## config.mk

```make
export PLATFORM = sky130hd
export DESIGN_NAME = store_drain_tracker
export DESIGN_NICKNAME = d
export VERILOG_FILES = /design/src/rtl/sdt_pkg.sv /design/src/rtl/sdt_issue_ctr.sv /design/src/rtl/sdt_done_ctr.sv /design/src/rtl/sdt_exec_ctr.sv /design/src/rtl/sdt_gen_tracker.sv /design/src/rtl/store_drain_tracker.sv
export SDC_FILE = /design/constraint.sdc
export NUM_CORES = 1
export LEC_CHECK = 0
export BUFFER_PORTS_ARGS = -buffer_cell sky130_fd_sc_hd__buf_2
export CAP_MARGIN = 20
export CORE_AREA = 2 2 85 87
export DETAILED_ROUTE_END_ITERATION = 8
export DIE_AREA = 0 0 87 89
export GPL_TIMING_DRIVEN = 0
export PLACE_DENSITY_LB_ADDON = 0.08
export SLEW_MARGIN = 20
export SYNTH_ARGS = -nofsm -noshare
export SYNTH_HDL_FRONTEND = slang
export SYNTH_SLANG_ARGS = --single-unit
export TNS_END_PERCENT = 20
```

## constraint.sdc

```tcl
create_clock -name clk -period 3.2 [get_ports clk]
set_input_delay 0.32 -clock clk [delete_from_list [all_inputs] [get_ports clk]]
set_output_delay 0.32 -clock clk [all_outputs]
set_load 0.01 [all_outputs]
```

## src/rtl/sdt_pkg.sv

```systemverilog
package sdt_pkg;

   // How the drained flag is produced.
   typedef enum logic [0:0] {
      DRAIN_COMB = 1'b0,   // compare the two count registers
      DRAIN_REG  = 1'b1    // register the compare of the next values
   } drain_impl_e;

   // Number of stores implied by a pair of store flags.
   function automatic logic [1:0] store_pair(input logic a, input logic b);
      return {1'b0, a} + {1'b0, b};
   endfunction

endpackage

```

## src/rtl/sdt_issue_ctr.sv

```systemverilog
module sdt_issue_ctr #(
   parameter int CNT_W = 16
) (
   input  logic             clk,
   input  logic             rst,
   input  logic             accept,
   input  logic             autoinc,
   input  logic             exstore,
   input  logic             restart,
   input  logic [CNT_W-1:0] load_val,
   output logic [CNT_W-1:0] cnt,
   output logic [CNT_W-1:0] cnt_nxt
);
   localparam int PAD_W = CNT_W - 2;

   logic [1:0] delta;

   always_comb begin
      delta = accept ? sdt_pkg::store_pair(autoinc, exstore) : 2'd0;
      if (restart)
         cnt_nxt = load_val;
      else
         cnt_nxt = cnt + {{PAD_W{1'b0}}, delta};
   end

   always_ff @(posedge clk) begin
      if (rst) cnt <= '0;
      else     cnt <= cnt_nxt;
   end
endmodule

```

## src/rtl/sdt_done_ctr.sv

```systemverilog
module sdt_done_ctr #(
   parameter int CNT_W = 16
) (
   input  logic             clk,
   input  logic             rst,
   input  logic             pulse,
   output logic [CNT_W-1:0] cnt,
   output logic [CNT_W-1:0] cnt_nxt
);
   localparam int PAD_W = CNT_W - 1;

   assign cnt_nxt = cnt + {{PAD_W{1'b0}}, pulse};

   always_ff @(posedge clk) begin
      if (rst) cnt <= '0;
      else     cnt <= cnt_nxt;
   end
endmodule

```

## src/rtl/sdt_exec_ctr.sv

```systemverilog
module sdt_exec_ctr #(
   parameter int CNT_W = 16
) (
   input  logic             clk,
   input  logic             rst,
   input  logic             commit,
   input  logic             autoinc,
   input  logic             exstore,
   input  logic             squash_early,
   output logic [CNT_W-1:0] cnt,
   output logic [CNT_W-1:0] cnt_nxt
);
   localparam int DELTA_W = 3;
   localparam int PAD_W   = CNT_W - DELTA_W;

   logic [DELTA_W-1:0] delta;

   always_comb begin
      delta = '0;
      // a squashed early store is in flight, plus its undo write
      if (squash_early) delta = delta + 3'd2;
      if (commit)       delta = delta + {1'b0, sdt_pkg::store_pair(autoinc, exstore)};
      cnt_nxt = cnt + {{PAD_W{1'b0}}, delta};
   end

   always_ff @(posedge clk) begin
      if (rst) cnt <= '0;
      else     cnt <= cnt_nxt;
   end
endmodule

```

## src/rtl/sdt_gen_tracker.sv

```systemverilog
module sdt_gen_tracker #(
   parameter int GEN_W = 4
) (
   input  logic             clk,
   input  logic             rst,
   input  logic             restart,
   input  logic [GEN_W-1:0] tag,
   output logic [GEN_W-1:0] gen,
   output logic             match
);
   localparam logic [GEN_W-1:0] ONE = GEN_W'(1);

   assign match = (tag == gen);

   always_ff @(posedge clk) begin
      if (rst)          gen <= '0;
      else if (restart) gen <= gen + ONE;
   end
endmodule

```

## src/rtl/store_drain_tracker.sv

```systemverilog
module store_drain_tracker #(
   parameter int                  CNT_W      = 16,
   parameter int                  GEN_W      = 4,
   parameter int                  NUM_Q      = 3,
   parameter sdt_pkg::drain_impl_e DRAIN_IMPL = sdt_pkg::DRAIN_REG
) (
   input  logic             clk,
   input  logic             rst,
   input  logic             bundle_valid,
   input  logic [GEN_W-1:0] bundle_gen,
   input  logic [NUM_Q-1:0] q_ready,
   input  logic             dec_autoinc,
   input  logic             dec_exstore,
   input  logic             st_done,
   input  logic             ex_commit,
   input  logic             ex_autoinc,
   input  logic             ex_exstore,
   input  logic             ex_squash_early,
   input  logic             ex_restart,
   output logic             dec_accept,
   output logic             dec_drop,
   output logic             drained,
   output logic [CNT_W-1:0] issued_cnt,
   output logic [CNT_W-1:0] done_cnt,
   output logic [CNT_W-1:0] exec_cnt,
   output logic [GEN_W-1:0] gen_cur,
   output logic             underflow
);
   localparam int SIGN_BIT = CNT_W - 1;

   if (CNT_W < 4) begin : g_bad_cnt
      $error("store_drain_tracker: CNT_W must be at least 4");
   end
   if (GEN_W < 1) begin : g_bad_gen
      $error("store_drain_tracker: GEN_W must be at least 1");
   end
   if (NUM_Q < 1) begin : g_bad_q
      $error("store_drain_tracker: NUM_Q must be at least 1");
   end

   logic [CNT_W-1:0] iss_nxt, done_nxt, exec_nxt, outstanding;
   logic             gen_match, gate;

   sdt_exec_ctr #(.CNT_W(CNT_W)) u_exec (
      .clk(clk), .rst(rst), .commit(ex_commit), .autoinc(ex_autoinc),
      .exstore(ex_exstore), .squash_early(ex_squash_early),
      .cnt(exec_cnt), .cnt_nxt(exec_nxt)
   );

   sdt_issue_ctr #(.CNT_W(CNT_W)) u_issue (
      .clk(clk), .rst(rst), .accept(dec_accept), .autoinc(dec_autoinc),
      .exstore(dec_exstore), .restart(ex_restart), .load_val(exec_nxt),
      .cnt(issued_cnt), .cnt_nxt(iss_nxt)
   );

   sdt_done_ctr #(.CNT_W(CNT_W)) u_done (
      .clk(clk), .rst(rst), .pulse(st_done),
      .cnt(done_cnt), .cnt_nxt(done_nxt)
   );

   sdt_gen_tracker #(.GEN_W(GEN_W)) u_gen (
      .clk(clk), .rst(rst), .restart(ex_restart), .tag(bundle_gen),
      .gen(gen_cur), .match(gen_match)
   );

   if (DRAIN_IMPL == sdt_pkg::DRAIN_REG) begin : g_drain_reg
      logic drained_q;
      always_ff @(posedge clk) begin
         if (rst) drained_q <= 1'b1;
         else     drained_q <= (iss_nxt == done_nxt);
      end
      assign drained = drained_q;
   end else begin : g_drain_comb
      assign drained = (issued_cnt == done_cnt);
   end

   assign gate        = bundle_valid & drained & (&q_ready);
   assign dec_accept  = gate & gen_match;
   assign dec_drop    = gate & ~gen_match;

   assign outstanding = issued_cnt - done_cnt;
   assign underflow   = outstanding[SIGN_BIT];
endmodule

```

# Yosys cells after proc, flatten, opt, wreduce, memory -nomap -nowiden
# Cells that the tools add are included.
# word_totals
ff_bits	53
in_bits	18
out_inout_bits	56
elab_cells	25
# classes
n_addsub	8
eq_ne	2
muxes	4
bitwise_logic	5
n_reduce_logical	1
# ops
operator	count
$add A16 B1 Y16	1
$add A16 B2 Y16	1
$add A16 B3 Y16	1
$eq A16 B16 Y1	1
$mux W16	1
$sub A16 B16 Y16	1
$add A1 B1 Y2	2
$add A4 B1 Y4 const B	1
$and A1 B1 Y1	4
$eq A4 B4 Y1	1
$mux W2	2
$add A2 B2 Y3	1
$mux W3	1
$reduce_and A3 Y1	1
$not A1 Y1	1

# Longest topological paths before layout
# Gate-level depths: netlist of the first run.
# logic_depth
word_depth	7
depth_mapped	14
depth_no_buf	14

# Hierarchy
# A second synthesis of the first run with hierarchy kept.
# unflattened
hier_cells	416
hier_area_um2	3666.0
# modules_own_cells
module	instances	cells_per_inst	area_each_um2	seq_area_each_um2
sdt_issue_ctr	1	129	1084.8	320.3
sdt_done_ctr	1	95	887.1	320.3
sdt_exec_ctr	1	91	872.1	320.3
store_drain_tracker	1	80	601.8	20.0
sdt_gen_tracker	1	21	220.2	80.1

# Worst setup path before layout of the first run
# No wires, ideal clock.
# synth_timing
path_kind	in2reg
from	input ex_autoinc
to	register g_drain_reg.drained_q (netlist: drained)
setup_time_ns	0.116
t_arrival_ns	2.999
t_required_ns	3.084
setup_slack_ns	0.085
path_stages	12
path_buffers	0
cell_sequence	ha_1 > ha_1 > mux2_2 > ha_1 > a211oi_1 > nor2_1 > and3_1 > xnor2_1 > mux2_2 > xnor2_1 > and4_1 > a41o_1
# synth_between
elab_chain_cells	6
# synth_lines
item	line	rtl
start: declaration	store_drain_tracker.sv:16	input logic ex_autoinc,
$add A1 B1 Y2	sdt_pkg.sv:11	return {1'b0, a} + {1'b0, b};
$add A2 B2 Y3	sdt_exec_ctr.sv:22	if (commit) delta = delta + {1'b0, sdt_pkg::store_pair(autoinc, exstore)};
$mux W3	sdt_exec_ctr.sv:22	
$add A16 B3 Y16	sdt_exec_ctr.sv:23	cnt_nxt = cnt + {{PAD_W{1'b0}}, delta};
$mux W16	sdt_issue_ctr.sv:20	if (restart)
$eq A16 B16 Y1	store_drain_tracker.sv:70	else drained_q <= (iss_nxt == done_nxt);
end signal: assignment	store_drain_tracker.sv:70	
end: declaration	store_drain_tracker.sv:67	logic drained_q;
# No other way between the ends.
# A chain may end at the register's enable or synchronous reset.

# Worst setup path in the final report of the first run
# layout_timing
from	register u_gen.gen[1]
to	register g_drain_reg.drained_q (netlist: drained)
# layout_between
elab_chain_cells	6
# layout_lines
item	line	rtl
start: declaration	sdt_gen_tracker.sv:8	output logic [GEN_W-1:0] gen,
start signal: assignment	sdt_gen_tracker.sv:17	else if (restart) gen <= gen + ONE;
$eq A4 B4 Y1	sdt_gen_tracker.sv:13	assign match = (tag == gen);
$and A1 B1 Y1	store_drain_tracker.sv:78	assign dec_accept = gate & gen_match;
$mux W2	sdt_issue_ctr.sv:19	delta = accept ? sdt_pkg::store_pair(autoinc, exstore) : 2'd0;
$add A16 B2 Y16	sdt_issue_ctr.sv:23	cnt_nxt = cnt + {{PAD_W{1'b0}}, delta};
$mux W16	sdt_issue_ctr.sv:20	
$eq A16 B16 Y1	store_drain_tracker.sv:70	
# No other way between the ends.

==> impl_metrics.csv, run 1 <==
group,metric,value,unit
timing,fmax,317.9,MHz
cts,cts_made_buffers,5,
floorplanning,die_area,0.007743,sq mm
routing,dr.first_iter.drc_count,85,
synthesis,synth_cells,360,
floorplanning,core,0.006719,sq mm
layout,ff_latch_area,0.001076,sq mm
synthesis,synth_edf_count,0,
synthesis,yosys_warnings,0,
timing,drv_slew,0,
synthesis,synth_nets,405,
cts,htree_levels,2,
timing,hold_viol,0,
routing,routedWlPerCell,14.83,um
cts,cts_max_path_buffers,2,
timing,rsz0062_at_grt,"true",
synthesis,ys_seq_area_share,32.93,%
synthesis,yosys_register_bits,53,
synthesis,syn_area,0.003222,sq mm
layout,n_fill_cell,612,
worst_setup_path,cp-end-kind,"flop",
floorplanning,start_util,47.95,%
routing,vias,2706,
routing,drc_errors,0,
worst_setup_path,worstPathCellList,"xnor2_1, nand4_1, nor2_4, and2_4, ha_4, fa_2, nand3_4, or3_4, xor2_1, mux2i_1, xnor2_1, nor4_1, and4_1, a41o_1",
cts,cts_root_buf,"clkbuf_8",
flow_run,drv_cap,0,
timing,clock_skew,10.86,ps
worst_setup_path,worstSetupPathType,"flop to flop",
routing,via_per_inst,5.144,
timing,worst_slew_pin_slew,667.9,ps
grt,grt_pass1_wl,12.27,mm
floorplanning,die_h,89,um
grt,grt-ovfl-total,0,
timing,fin_crit_sh,98.29,%
placement,gp_congestion,0.8826,
worst_setup_path,cpMostUsedCell,"xnor2_1",
grt,grt_pass1_vias,2487,
cts,clk_latency,310,ps
worst_setup_path,worst-path-max-fanout,4,
layout,multiInputGateArea,0.002157,sq mm
worst_setup_path,path_delay_family,"simple AND/OR/NAND/NOR gates",
power,max-vdd-ir-drop,167.4,uV
worst_setup_path,cp_data_arrival_time,3410,ps
grt,grt_max_degree,17,
synthesis,synth.distinct_cells,39,
placement,dp_hpwl,6.122,mm
timing,setup_viol,0,
worst_setup_path,max_stage_delay,360,ps
timing,relSlewSlack,55.06,%
timing,period_needed,3145,ps
synthesis,synth-main-ff-cell,"dfxtp_1",
grt,track_usage,20.58,%
min_path,min_path_type,"primary input to flop",
synthesis,async_flop_share,0,%
routing,routed_wl,7.801,mm
floorplanning,io_pins,74,
synthesis,synth_area_per_cell,8.950,sq um
placement,dpl_worst_slack,-425.9,ps
floorplanning,die_w,87,um
routing,dr.pass1.iters,4,
layout,drive_gt1_share,26.91,%
layout,diodes,0,
timing,setup_slack,54.75,ps
layout,nets,490,
worst_setup_path,critPathBufInv,0,
power,power_density,370.1,mW/mm^2
cts,cts.sink_count,53,
floorplanning,rows,30,
layout,final_core_util,59.35,%
worst_setup_path,cp-start-kind,"flop",
cts,clk_pin_slew,100,ps
grt,antenna_found_initial,0,
placement,port_buffers,71,
worst_setup_path,required,3460,ps
layout,syn_to_final_growth,23.77,%
cts,cts_tree,"yes",
run_status,status,"finished clean",
power,p_leak,1.746,nW
worst_setup_path,crit_slowest_cell,"dfxtp_4",
routing,drtAntennaViolNets,0,
[cells in the mapped netlist (4+ instances only)]
cell type / instances / area share, %
xor2_1: 20 / 5.4
nor4_1: 7 / 1.4
nor2_1: 52 / 6.1
and2_1: 4 / 0.78
nor2b_1: 16 / 3.1
a21oi_1: 8 / 1.2
mux2i_1: 12 / 3.7
nand2_1: 9 / 1.0
clkbuf_1: 7 / 0.82
xnor2_1: 47 / 13
mux2_2: 4 / 1.4
and3_1: 4 / 0.78
ha_1: 25 / 9.7
nand3_1: 12 / 1.9
inv_1: 19 / 2.2
nand4_1: 13 / 2.5
a21o_1: 8 / 1.9
dfxtp_1: 53 / 33
nor3_1: 11 / 1.7
[per-layer routing]
layer	routed length, um	part of all wire [%]	up-vias	GRT usage [%]
met5	0	0	-	0
met4	119	1.5	0	6.676
met3	200	2.6	8	3.139
met2	3697	47	47	33.93
met1	3783	48	1260	27.74
li1	-	-	1391	-
[worst min-delay path, stage by stage]
cell,delay (ps)
buf_2,80
ha_1,140
nor2b_1,120
[path summary, 6_finish.rpt]
kind / start / end / slack (ps) / cells after the start
worst max-delay path: u_gen.gen[1] / drained / 50 / 14
worst min-delay path: st_done / u_done.cnt[0] / 380 / 3
worst max register to register: u_gen.gen[1] / drained / 50 / 14
worst min register to register: u_exec.cnt[15] / u_exec.cnt[15] / 590 / 2
[cell families (layout without fill, tap and decap cells)]
logic type / after synthesis / after routing / synth area share (%)
flip-flops: 53 / 53 / 32.93
AND/OR/NAND/NOR: 143 / 143 / 23.50
adder cells (fa/ha/maj): 27 / 27 / 10.95
XOR/XNOR: 67 / 67 / 18.21
buffers and inverters: 29 / 115 / 3.495
AO/OA/AOI/OAI: 23 / 23 / 4.622
multiplexers: 18 / 18 / 6.291
[power breakdown]
part / internal (mW) / total, mW / switching [mW]
Clock: 0.311 / 0.538 / 0.227
Sequential: 0.679 / 0.703 / 0.0237
Combinational: 0.112 / 0.235 / 0.124
Total: 1.10 / 1.48 / 0.374
[state kept, by name, summed over array words and instances, names as in the netlist]
signal / flops
u_exec.cnt: 16
u_done.cnt: 16
drained: 1
u_gen.gen: 4
u_issue.cnt: 16
[layout make-up]
cell class	count	area share, %
Buffer	10	1.035
Clock buffer	5	1.726
Clock inverter	3	1.632
Inverter	19	1.789
Multi-Input combinational cell	278	54.09
Sequential cell	53	26.98
Tap cell	80	2.510
Timing Repair Buffer	78	10.23
[what timing repair did]
| item | CTS | global route |
|---|---|---|
| setup buffers | 1 | 6 |
| endpoints found under the setup margin | 1 | 1 |
| resized for setup | 12 | 18 |
| hold buffers | 0 | 0 |
| pin swaps | 3 | 12 |
| gates cloned | 0 | 0 |
[layout by cell type, fill, tap and decap left out, types with 2 or more instances in the layout]
master / instances
xnor2_2: 3
nor3_2: 2
nor3_1: 10
clkbuf_8: 5
dfxtp_1: 49
or3_4: 2
nor4_1: 6
a21oi_1: 6
buf_4: 7
and2_1: 3
nand3_1: 11
and3_1: 4
a21o_1: 8
o21ai_0: 2
nand2_1: 9
clkbuf_1: 7
inv_1: 19
nand4_1: 13
mux2i_1: 10
nor4_2: 2
nor2_1: 51
xor2_1: 20
dfxtp_4: 4
buf_2: 74
nor2b_1: 16
and4_1: 3
mux2i_2: 2
xnor2_1: 44
mux2_2: 4
ha_1: 24
bufinv_16: 2
[stage by stage]
stage / setup TNS (ps) / cell area (sq um) / std cells / hold WS, ps / total power, mW
after floorplan: 0 / 3222 / 360 / 580.5 / 0.8641
after global placement: -358.2 / 3677 / 511 / 535.9 / 0.9335
after detailed placement: -425.9 / 3677 / 511 / 570.2 / 0.9382
after CTS: 0 / 3859 / 520 / 376.9 / 1.478
after global routing: -130.1 / 3988 / 526 / 417.2 / 1.537
final: 0 / 3988 / 526 / 378.7 / 1.476
No activity file was read; power rests on OpenSTA's default activity.
==> inputs of run 2 (changes only) <==
--- a/config.mk
+++ b/config.mk
@@ -5,11 +5,12 @@
 export SDC_FILE = /design/constraint.sdc
 export NUM_CORES = 1
 export LEC_CHECK = 0
+export ABC_AREA = 1
 export BUFFER_PORTS_ARGS = -buffer_cell sky130_fd_sc_hd__buf_2
 export CAP_MARGIN = 20
-export CORE_AREA = 2 2 85 87
+export CORE_AREA = 2 2 90 92
 export DETAILED_ROUTE_END_ITERATION = 8
-export DIE_AREA = 0 0 87 89
+export DIE_AREA = 0 0 92 94
 export GPL_TIMING_DRIVEN = 0
 export PLACE_DENSITY_LB_ADDON = 0.08
 export SLEW_MARGIN = 20
==> run 2 against run 1 <==
Net effect:
- count of clock-buffer cells in the layout increased by 1
- register-to-register slack improved by 180 ps
- hold slack got worse by 74 ps
- wire length increased by 36%
- clock skew decreased by 5.9 ps
- sequential power increased by 1%
- first-iteration DRC count increased by 130%
- synthesized cell count increased by 69%
- largest power group unchanged
==> impl_metrics.csv, run 2 <==
group,metric,value,unit
synthesis,synthTopCellsByCount,"nand2_1, nor2_1, inv_1, nand3_1, dfxtp_1",
worst_setup_path,cp-end-kind,"flop",
synthesis,synth_cells,607,
min_path,hold_end,"drained",
layout,finalNonFillerCells,789,
timing,fmax,337.2,MHz
placement,dp_hpwl,8.617,mm
routing,dr.pass1.iters,5,
worst_setup_path,worst-path-max-fanout,5,
synthesis,synth.mux.area_fraction,0.2979,%
placement,gp_congestion,0.9237,
cts,post-cts-setup-buffers,0,
synthesis,yosys_warnings,0,
worst_setup_path,r2r_start,"u_gen.gen[0]",
timing,setup_viol,0,
synthesis,yosys.area_share.xor_xnor,3.012,%
run_status,status,"finished clean",
synthesis,synth_top_family_by_area,"simple AND/OR/NAND/NOR gates",
cts,cts_max_path_buffers,2,
timing,fin_setup_tns,0,ps
routing,via_per_inst,5.231,
synthesis,synth_edf_count,0,
placement,dpl_worst_slack,158.1,ps
power,power_density,310.7,mW/mm^2
layout,n_fill_cell,815,
floorplanning,die_area,0.008648,sq mm
routing,routed_wl,10.64,mm
worst_setup_path,cp_data_arrival_time,3230,ps
timing,rsz0062_at_grt,"false",
grt,grt_pass1_vias,3784,
synthesis,synth.distinct_cells,31,
cts,cts_made_buffers,5,
placement,dp_cells,781,
layout,final_common_cell,"nand2_1",
synthesis,yosys_register_bits,53,
layout,final_cell_mix,"nand2_1, nor2_1, inv_1, nand3_1, buf_2",
synthesis,synth_nets,652,
worst_setup_path,reg2reg_to,"drained",
placement,port_buffers,72,
power,finalPower,1.355,mW
timing,hold_ws,304.6,ps
flow_run,drv_cap,0,
timing,period_needed,2966,ps
layout,final_cell_area,0.004363,sq mm
timing,drv_slew,0,
timing,hold_viol,0,
synthesis,synth_top_area_share,28.07,%
floorplanning,io_pins,74,
synthesis,synth-main-ff-cell,"dfxtp_1",
floorplanning,core,0.007607,sq mm
power,max-vdd-ir-drop,223.2,uV
routing,drtAntennaViolNets,0,
routing,drc_errors,0,
cts,clk_pin_slew,100,ps
layout,final_core_util,57.35,%
floorplanning,rows,32,
timing,worst_slew_pin_slew,586.1,ps
floorplanning,die_w,92,um
timing,relSlewSlack,60.93,%
worst_setup_path,ff2ff_setup_slack,230,ps
worst_setup_path,rr_worst_depth,15,
layout,top_regs,"u_done.cnt x16, u_exec.cnt x16, u_issue.cnt x16",
layout,nets,731,
layout,drive_gt1_share,15.43,%
synthesis,synth_top_cell_by_area,"dfxtp_1",
timing,fin_crit_sh,92.69,%
worst_setup_path,required,3470,ps
timing,setup_slack,234.0,ps
synthesis,async_flop_share,0,%
routing,routedWlPerCell,13.49,um
min_path,whs_path_depth,3,
worst_setup_path,worstSetupPathType,"flop to flop",
synthesis,synth_top_cells_by_area,"dfxtp_1, nand2_1, nand3_1, nor2_1, ha_1",
min_path,min_from,"rst",
worst_setup_path,cp-start-kind,"flop",
floorplanning,die_h,94,um
grt,grt_pass1_wl,17.24,mm
min_path,min_path_type,"primary input to flop",
synthesis,syn_area,0.003780,sq mm
synthesis,yosysMostFrequentCell,"nand2_1",
power,p_leak,2.085,nW
cts,cts_tree,"yes",
synthesis,synth_adder_area_share,9.335,%
routing,vias,4127,
floorplanning,start_util,49.69,%
layout,syn_to_final_growth,15.43,%
synthesis,ys_seq_area_share,28.07,%
grt,grt_max_degree,17,
cts,htree_levels,2,
grt,antenna_found_initial,0,
cts,clk_latency,310,ps
synthesis,synth_area_per_cell,6.227,sq um
grt,track_usage,25.32,%
layout,diodes,0,
cts,cts.sink_count,53,
placement,placed_area,0.004268,sq mm
grt,grt-ovfl-total,0,
timing,clock_skew,4.937,ps
synthesis,synth_compound_area_share,6.289,%
synthesis,synthSimpleGateAreaFrac,44.06,%
routing,dr.first_iter.drc_count,192,
cts,cts_root_buf,"clkbuf_8",
[run 2: cell types whose count changed after synthesis, moves of 12 or more]
cell	delta
nand2_1	+159
xor2_1	-12
nor2_1	+33
nand3_1	+65
a21oi_1	+19
mux2i_1	-12
inv_1	+58
xnor2_1	-42
nor2b_1	-16
[run 2: per-layer routing]
metal	global-route usage [%]	wire length [um]	share of wire, %
met3	2.970	534	5.0
met1	31.82	4755	45
met2	44.06	4974	47
met5	0	0	0
met4	10.57	378	3.6
[run 2: where the power goes]
| part | internal, mW | total [mW] | switching (mW) |
|---|---|---|---|
| sequential | 0.682 | 0.710 | 0.0284 |
| clock | 0.155 | 0.400 | 0.245 |
| combinational | 0.0963 | 0.246 | 0.149 |
[run 2: area by class of cell]
type                       instances  area, sq um  share of cell area (%)
buffer                             9        37.54                  0.8603
clock buffer                       6        72.57                   1.663
clock inverter                     2        15.01                  0.3441
inverter                          80        300.3                   6.883
multi-input combinational        465         2389                   54.75
sequential                        53         1061                   24.32
tap                              102        127.6                   2.925
timing repair buffer              72        360.3                   8.259
[run 2: critical path, cell delays in order, from the launching register on]
cell and delay, ps:
dfxtp_1 420, xnor2_1 140, nand4_1 190, nor2_4 200, inv_1 70, nor2_1 90, ha_1 240, fa_1 430
o21ai_0 320, xor2_1 180, nand2_1 80, a21oi_1 110, nand4_1 150, nor2_1 180, nand2_1 60, nand2_1 50
[run 2: logic make-up after synthesis]
family / after synthesis
XOR/XNOR: 13
adder cells (fa/ha/maj): 27
AND/OR/NAND/NOR: 378
multiplexers: 1
AO/OA/AOI/OAI: 46
buffers and inverters: 89
flip-flops: 53
[run 2: worst max path at each step]
stage                       from      end  cells after the start
detailed placement    q_ready[0]  drained                     17
floorplan           u_gen.gen[0]  drained                     15
global route        u_gen.gen[0]  drained                     19
finish              u_gen.gen[0]  drained                     15
global placement      q_ready[0]  drained                     17
CTS                 u_gen.gen[0]  drained                     15
[run 2: timing repair]
item / CTS / global route
resized for setup: 0 / 2
endpoints found under the setup margin: 0 / 1
hold buffers: 0 / 0
==> inputs of run 3 (changes only) <==
--- a/config.mk
+++ b/config.mk
@@ -7,12 +7,12 @@
 export LEC_CHECK = 0
 export ABC_AREA = 1
 export BUFFER_PORTS_ARGS = -buffer_cell sky130_fd_sc_hd__buf_2
-export CAP_MARGIN = 20
-export CORE_AREA = 2 2 90 92
+export CORE_AREA = 2 2 86 88
 export DETAILED_ROUTE_END_ITERATION = 8
-export DIE_AREA = 0 0 92 94
+export DIE_AREA = 0 0 88 90
 export GPL_TIMING_DRIVEN = 0
 export PLACE_DENSITY_LB_ADDON = 0.08
+export REMOVE_ABC_BUFFERS = 1
 export SLEW_MARGIN = 20
 export SYNTH_ARGS = -nofsm -noshare
 export SYNTH_HDL_FRONTEND = slang
==> constraint.sdc (replaced) <==
create_clock -name clk -period 3.6 [get_ports clk]
set_input_delay 0.36 -clock clk [delete_from_list [all_inputs] [get_ports clk]]
set_output_delay 0.36 -clock clk [all_outputs]
set_load 0.01 [all_outputs]
==> run 3 against run 2 <==
Net effect:
- highest routed layer unchanged
- core utilization increased by 4.4 points
- design area decreased by 0.69%
- die area decreased by 8.4%
- non-clock buffer count decreased by 8
- global-route usage increased by 0.44 points
- clock skew increased by 11 ps
- first-iteration DRC count increased by 36%
- setup slack improved by 570 ps
- register-to-register slack improved by 570 ps
==> impl_metrics.csv, run 3 (same netlist as run 2, synthesis figures left out) <==
group,metric,value,unit
run_status,status,"finished clean",
timing,relSlewSlack,34.32,%
grt,track_usage,25.76,%
grt,antenna_found_initial,0,
floorplanning,rows,31,
power,power.internal,864.2,uW
worst_setup_path,cp-start-kind,"flop",
timing,hold_viol,0,
placement,port_buffers,73,
grt,grt_max_degree,50,
routing,via_per_inst,5.168,
timing,setup_viol,0,
power,max-vdd-ir-drop,237.9,uV
floorplanning,io_pins,74,
floorplanning,core,0.007020,sq mm
timing,fin_setup_tns,0,ps
cts,htree_levels,2,
power,seqPwrFrac,51.4,%
routing,routed_wl,9.869,mm
power,finalPower,1.227,mW
worst_setup_path,worstPathCellList,"xnor2_1, nand4_1, nor2_1, inv_1, nor2_1, ha_1, fa_1, nand2_2, nor2_2, nand3_1, nand3_1, nand2_1, nand2_1, nand3_1, nor2_1, nand2_1, nor2_1, nand2_1, nand2_1",
layout,final_common_cell,"nand2_1",
layout,drive_gt1_share,15.32,%
grt,grt-ovfl-total,0,
timing,setup_slack,803.2,ps
placement,dpl_worst_slack,634.9,ps
timing,drv_slew,0,
power,swShare,29.56,%
worst_setup_path,required,3850,ps
placement,gp_congestion,0.8924,
timing,worst_slew_pin_slew,985.2,ps
layout,finalNonFillerCells,778,
worst_setup_path,cpMostUsedCell,"nand2_1",
routing,vias,4021,
placement,dp_hpwl,7.739,mm
worst_setup_path,max_stage_delay,420,ps
cts,cts.sink_count,53,
cts,clk_latency,320,ps
power,clkPwrFrac,31.2,%
flow_run,drv_cap,0,
cts,cts_max_path_buffers,2,
worst_setup_path,cp-end-kind,"flop",
layout,final_cell_mix,"nand2_1, nor2_1, inv_1, nand3_1, buf_2",
worst_setup_path,worst-path-max-fanout,5,
timing,clock_skew,15.66,ps
timing,fin_crit_sh,77.69,%
routing,drc_errors,0,
cts,cts_tree,"yes",
min_path,min_path_type,"primary input to flop",
timing,fmax,357.5,MHz
grt,grt_pass1_wl,16.28,mm
layout,n_fill_cell,698,
min_path,whs_path_depth,4,
floorplanning,die_h,90,um
layout,syn_to_final_growth,14.63,%
power,pwr-share-comb,17.5,%
routing,routedWlPerCell,12.69,um
worst_setup_path,rr_worst_depth,19,
cts,hold_buffers,0,
cts,post-cts-setup-buffers,0,
layout,diodes,0,
layout,top_regs,"u_done.cnt x16, u_exec.cnt x16, u_issue.cnt x16",
timing,period_needed,2797,ps
cts,cts_made_buffers,5,
floorplanning,die_area,0.007920,sq mm
grt,grt_pass1_vias,3516,
floorplanning,die_w,88,um
layout,nets,723,
power,power_density,283.2,mW/mm^2
cts,cts_root_buf,"clkbuf_8",
timing,rsz0062_at_grt,"false",
cts,cts_resized,0,
cts,clk_pin_slew,90,ps
worst_setup_path,cp_data_arrival_time,3050,ps
power,p_leak,2.087,nW
layout,final_core_util,61.72,%
worst_setup_path,worstSetupPathType,"flop to flop",
floorplanning,start_util,53.84,%
routing,drtAntennaViolNets,0,
worst_setup_path,crit_slowest_cell,"dfxtp_1",
routing,dr.first_iter.drc_count,261,
routing,dr.pass1.iters,5,
placement,dp_cells,770,
power,p_sw,362.8,uW
-- run 3: changes by cell type in the layout (fill, tap and decap cells not counted), sizes merged --
cell,previous run,this run
clkbuf,11,7
buf,76,73
clkinv,1,2
clkinvlp,2,0
-- run 3: final timing paths --
path                startpoint             to  slack [ps]
setup / recovery  u_gen.gen[0]        drained         800
hold / removal         st_done  u_done.cnt[0]         410
setup reg to reg  u_gen.gen[0]        drained         800
hold reg to reg   u_gen.gen[3]   u_gen.gen[3]         500
-- run 3: worst max-delay path, delay by kind of cell, from the launching register on --
kind | cells | cell delay, ps
and+or+nand+nor | 15 | 1650
xor gates and xnor gates | 1 | 140
adders and majority gates | 2 | 470
DFF | 1 | 420
buffers and inverters | 1 | 70
-- run 3: per-stage QoR --
step	cell area, sq um	hold slack (ps)
5_1_grt	4333	439.1
4_1_cts	4333	410.7
6_report	4333	408.2
2_1_floorplan	3742	429.1
3_3_place_gp	4232	472.4
3_5_place_dp	4232	483.1
-- run 3: area by class of cell --
cell class | count | area, sq um | share of cell area (%)
timing repair buffer | 73 | 365.4 | 8.432
tap | 99 | 123.9 | 2.859
clock inverter | 1 | 5.005 | 0.1155
multi-input combinational | 465 | 2381 | 54.95
clock buffer | 7 | 96.34 | 2.224
inverter | 80 | 300.3 | 6.930
sequential | 53 | 1061 | 24.49
-- run 3: routing by layer --
metal | up-vias | part of all wire (%) | track usage, %
li1 | 2090 | - | -
met5 | - | 0 | 0
met1 | 1803 | 47 | 36.32
met2 | 119 | 48 | 41.73
met4 | 0 | 0.94 | 5.513
met3 | 9 | 4.7 | 3.398
-- run 3: power by group through the flow --
stage / clock (mW) / combinational (mW) / sequential (mW)
final: 0.382 / 0.214 / 0.631
after global placement: 0 / 0.210 / 0.643
after floorplan: 0 / 0.128 / 0.649
after CTS: 0.390 / 0.215 / 0.630
after detailed placement: 0 / 0.214 / 0.644
after global routing: 0.416 / 0.246 / 0.635
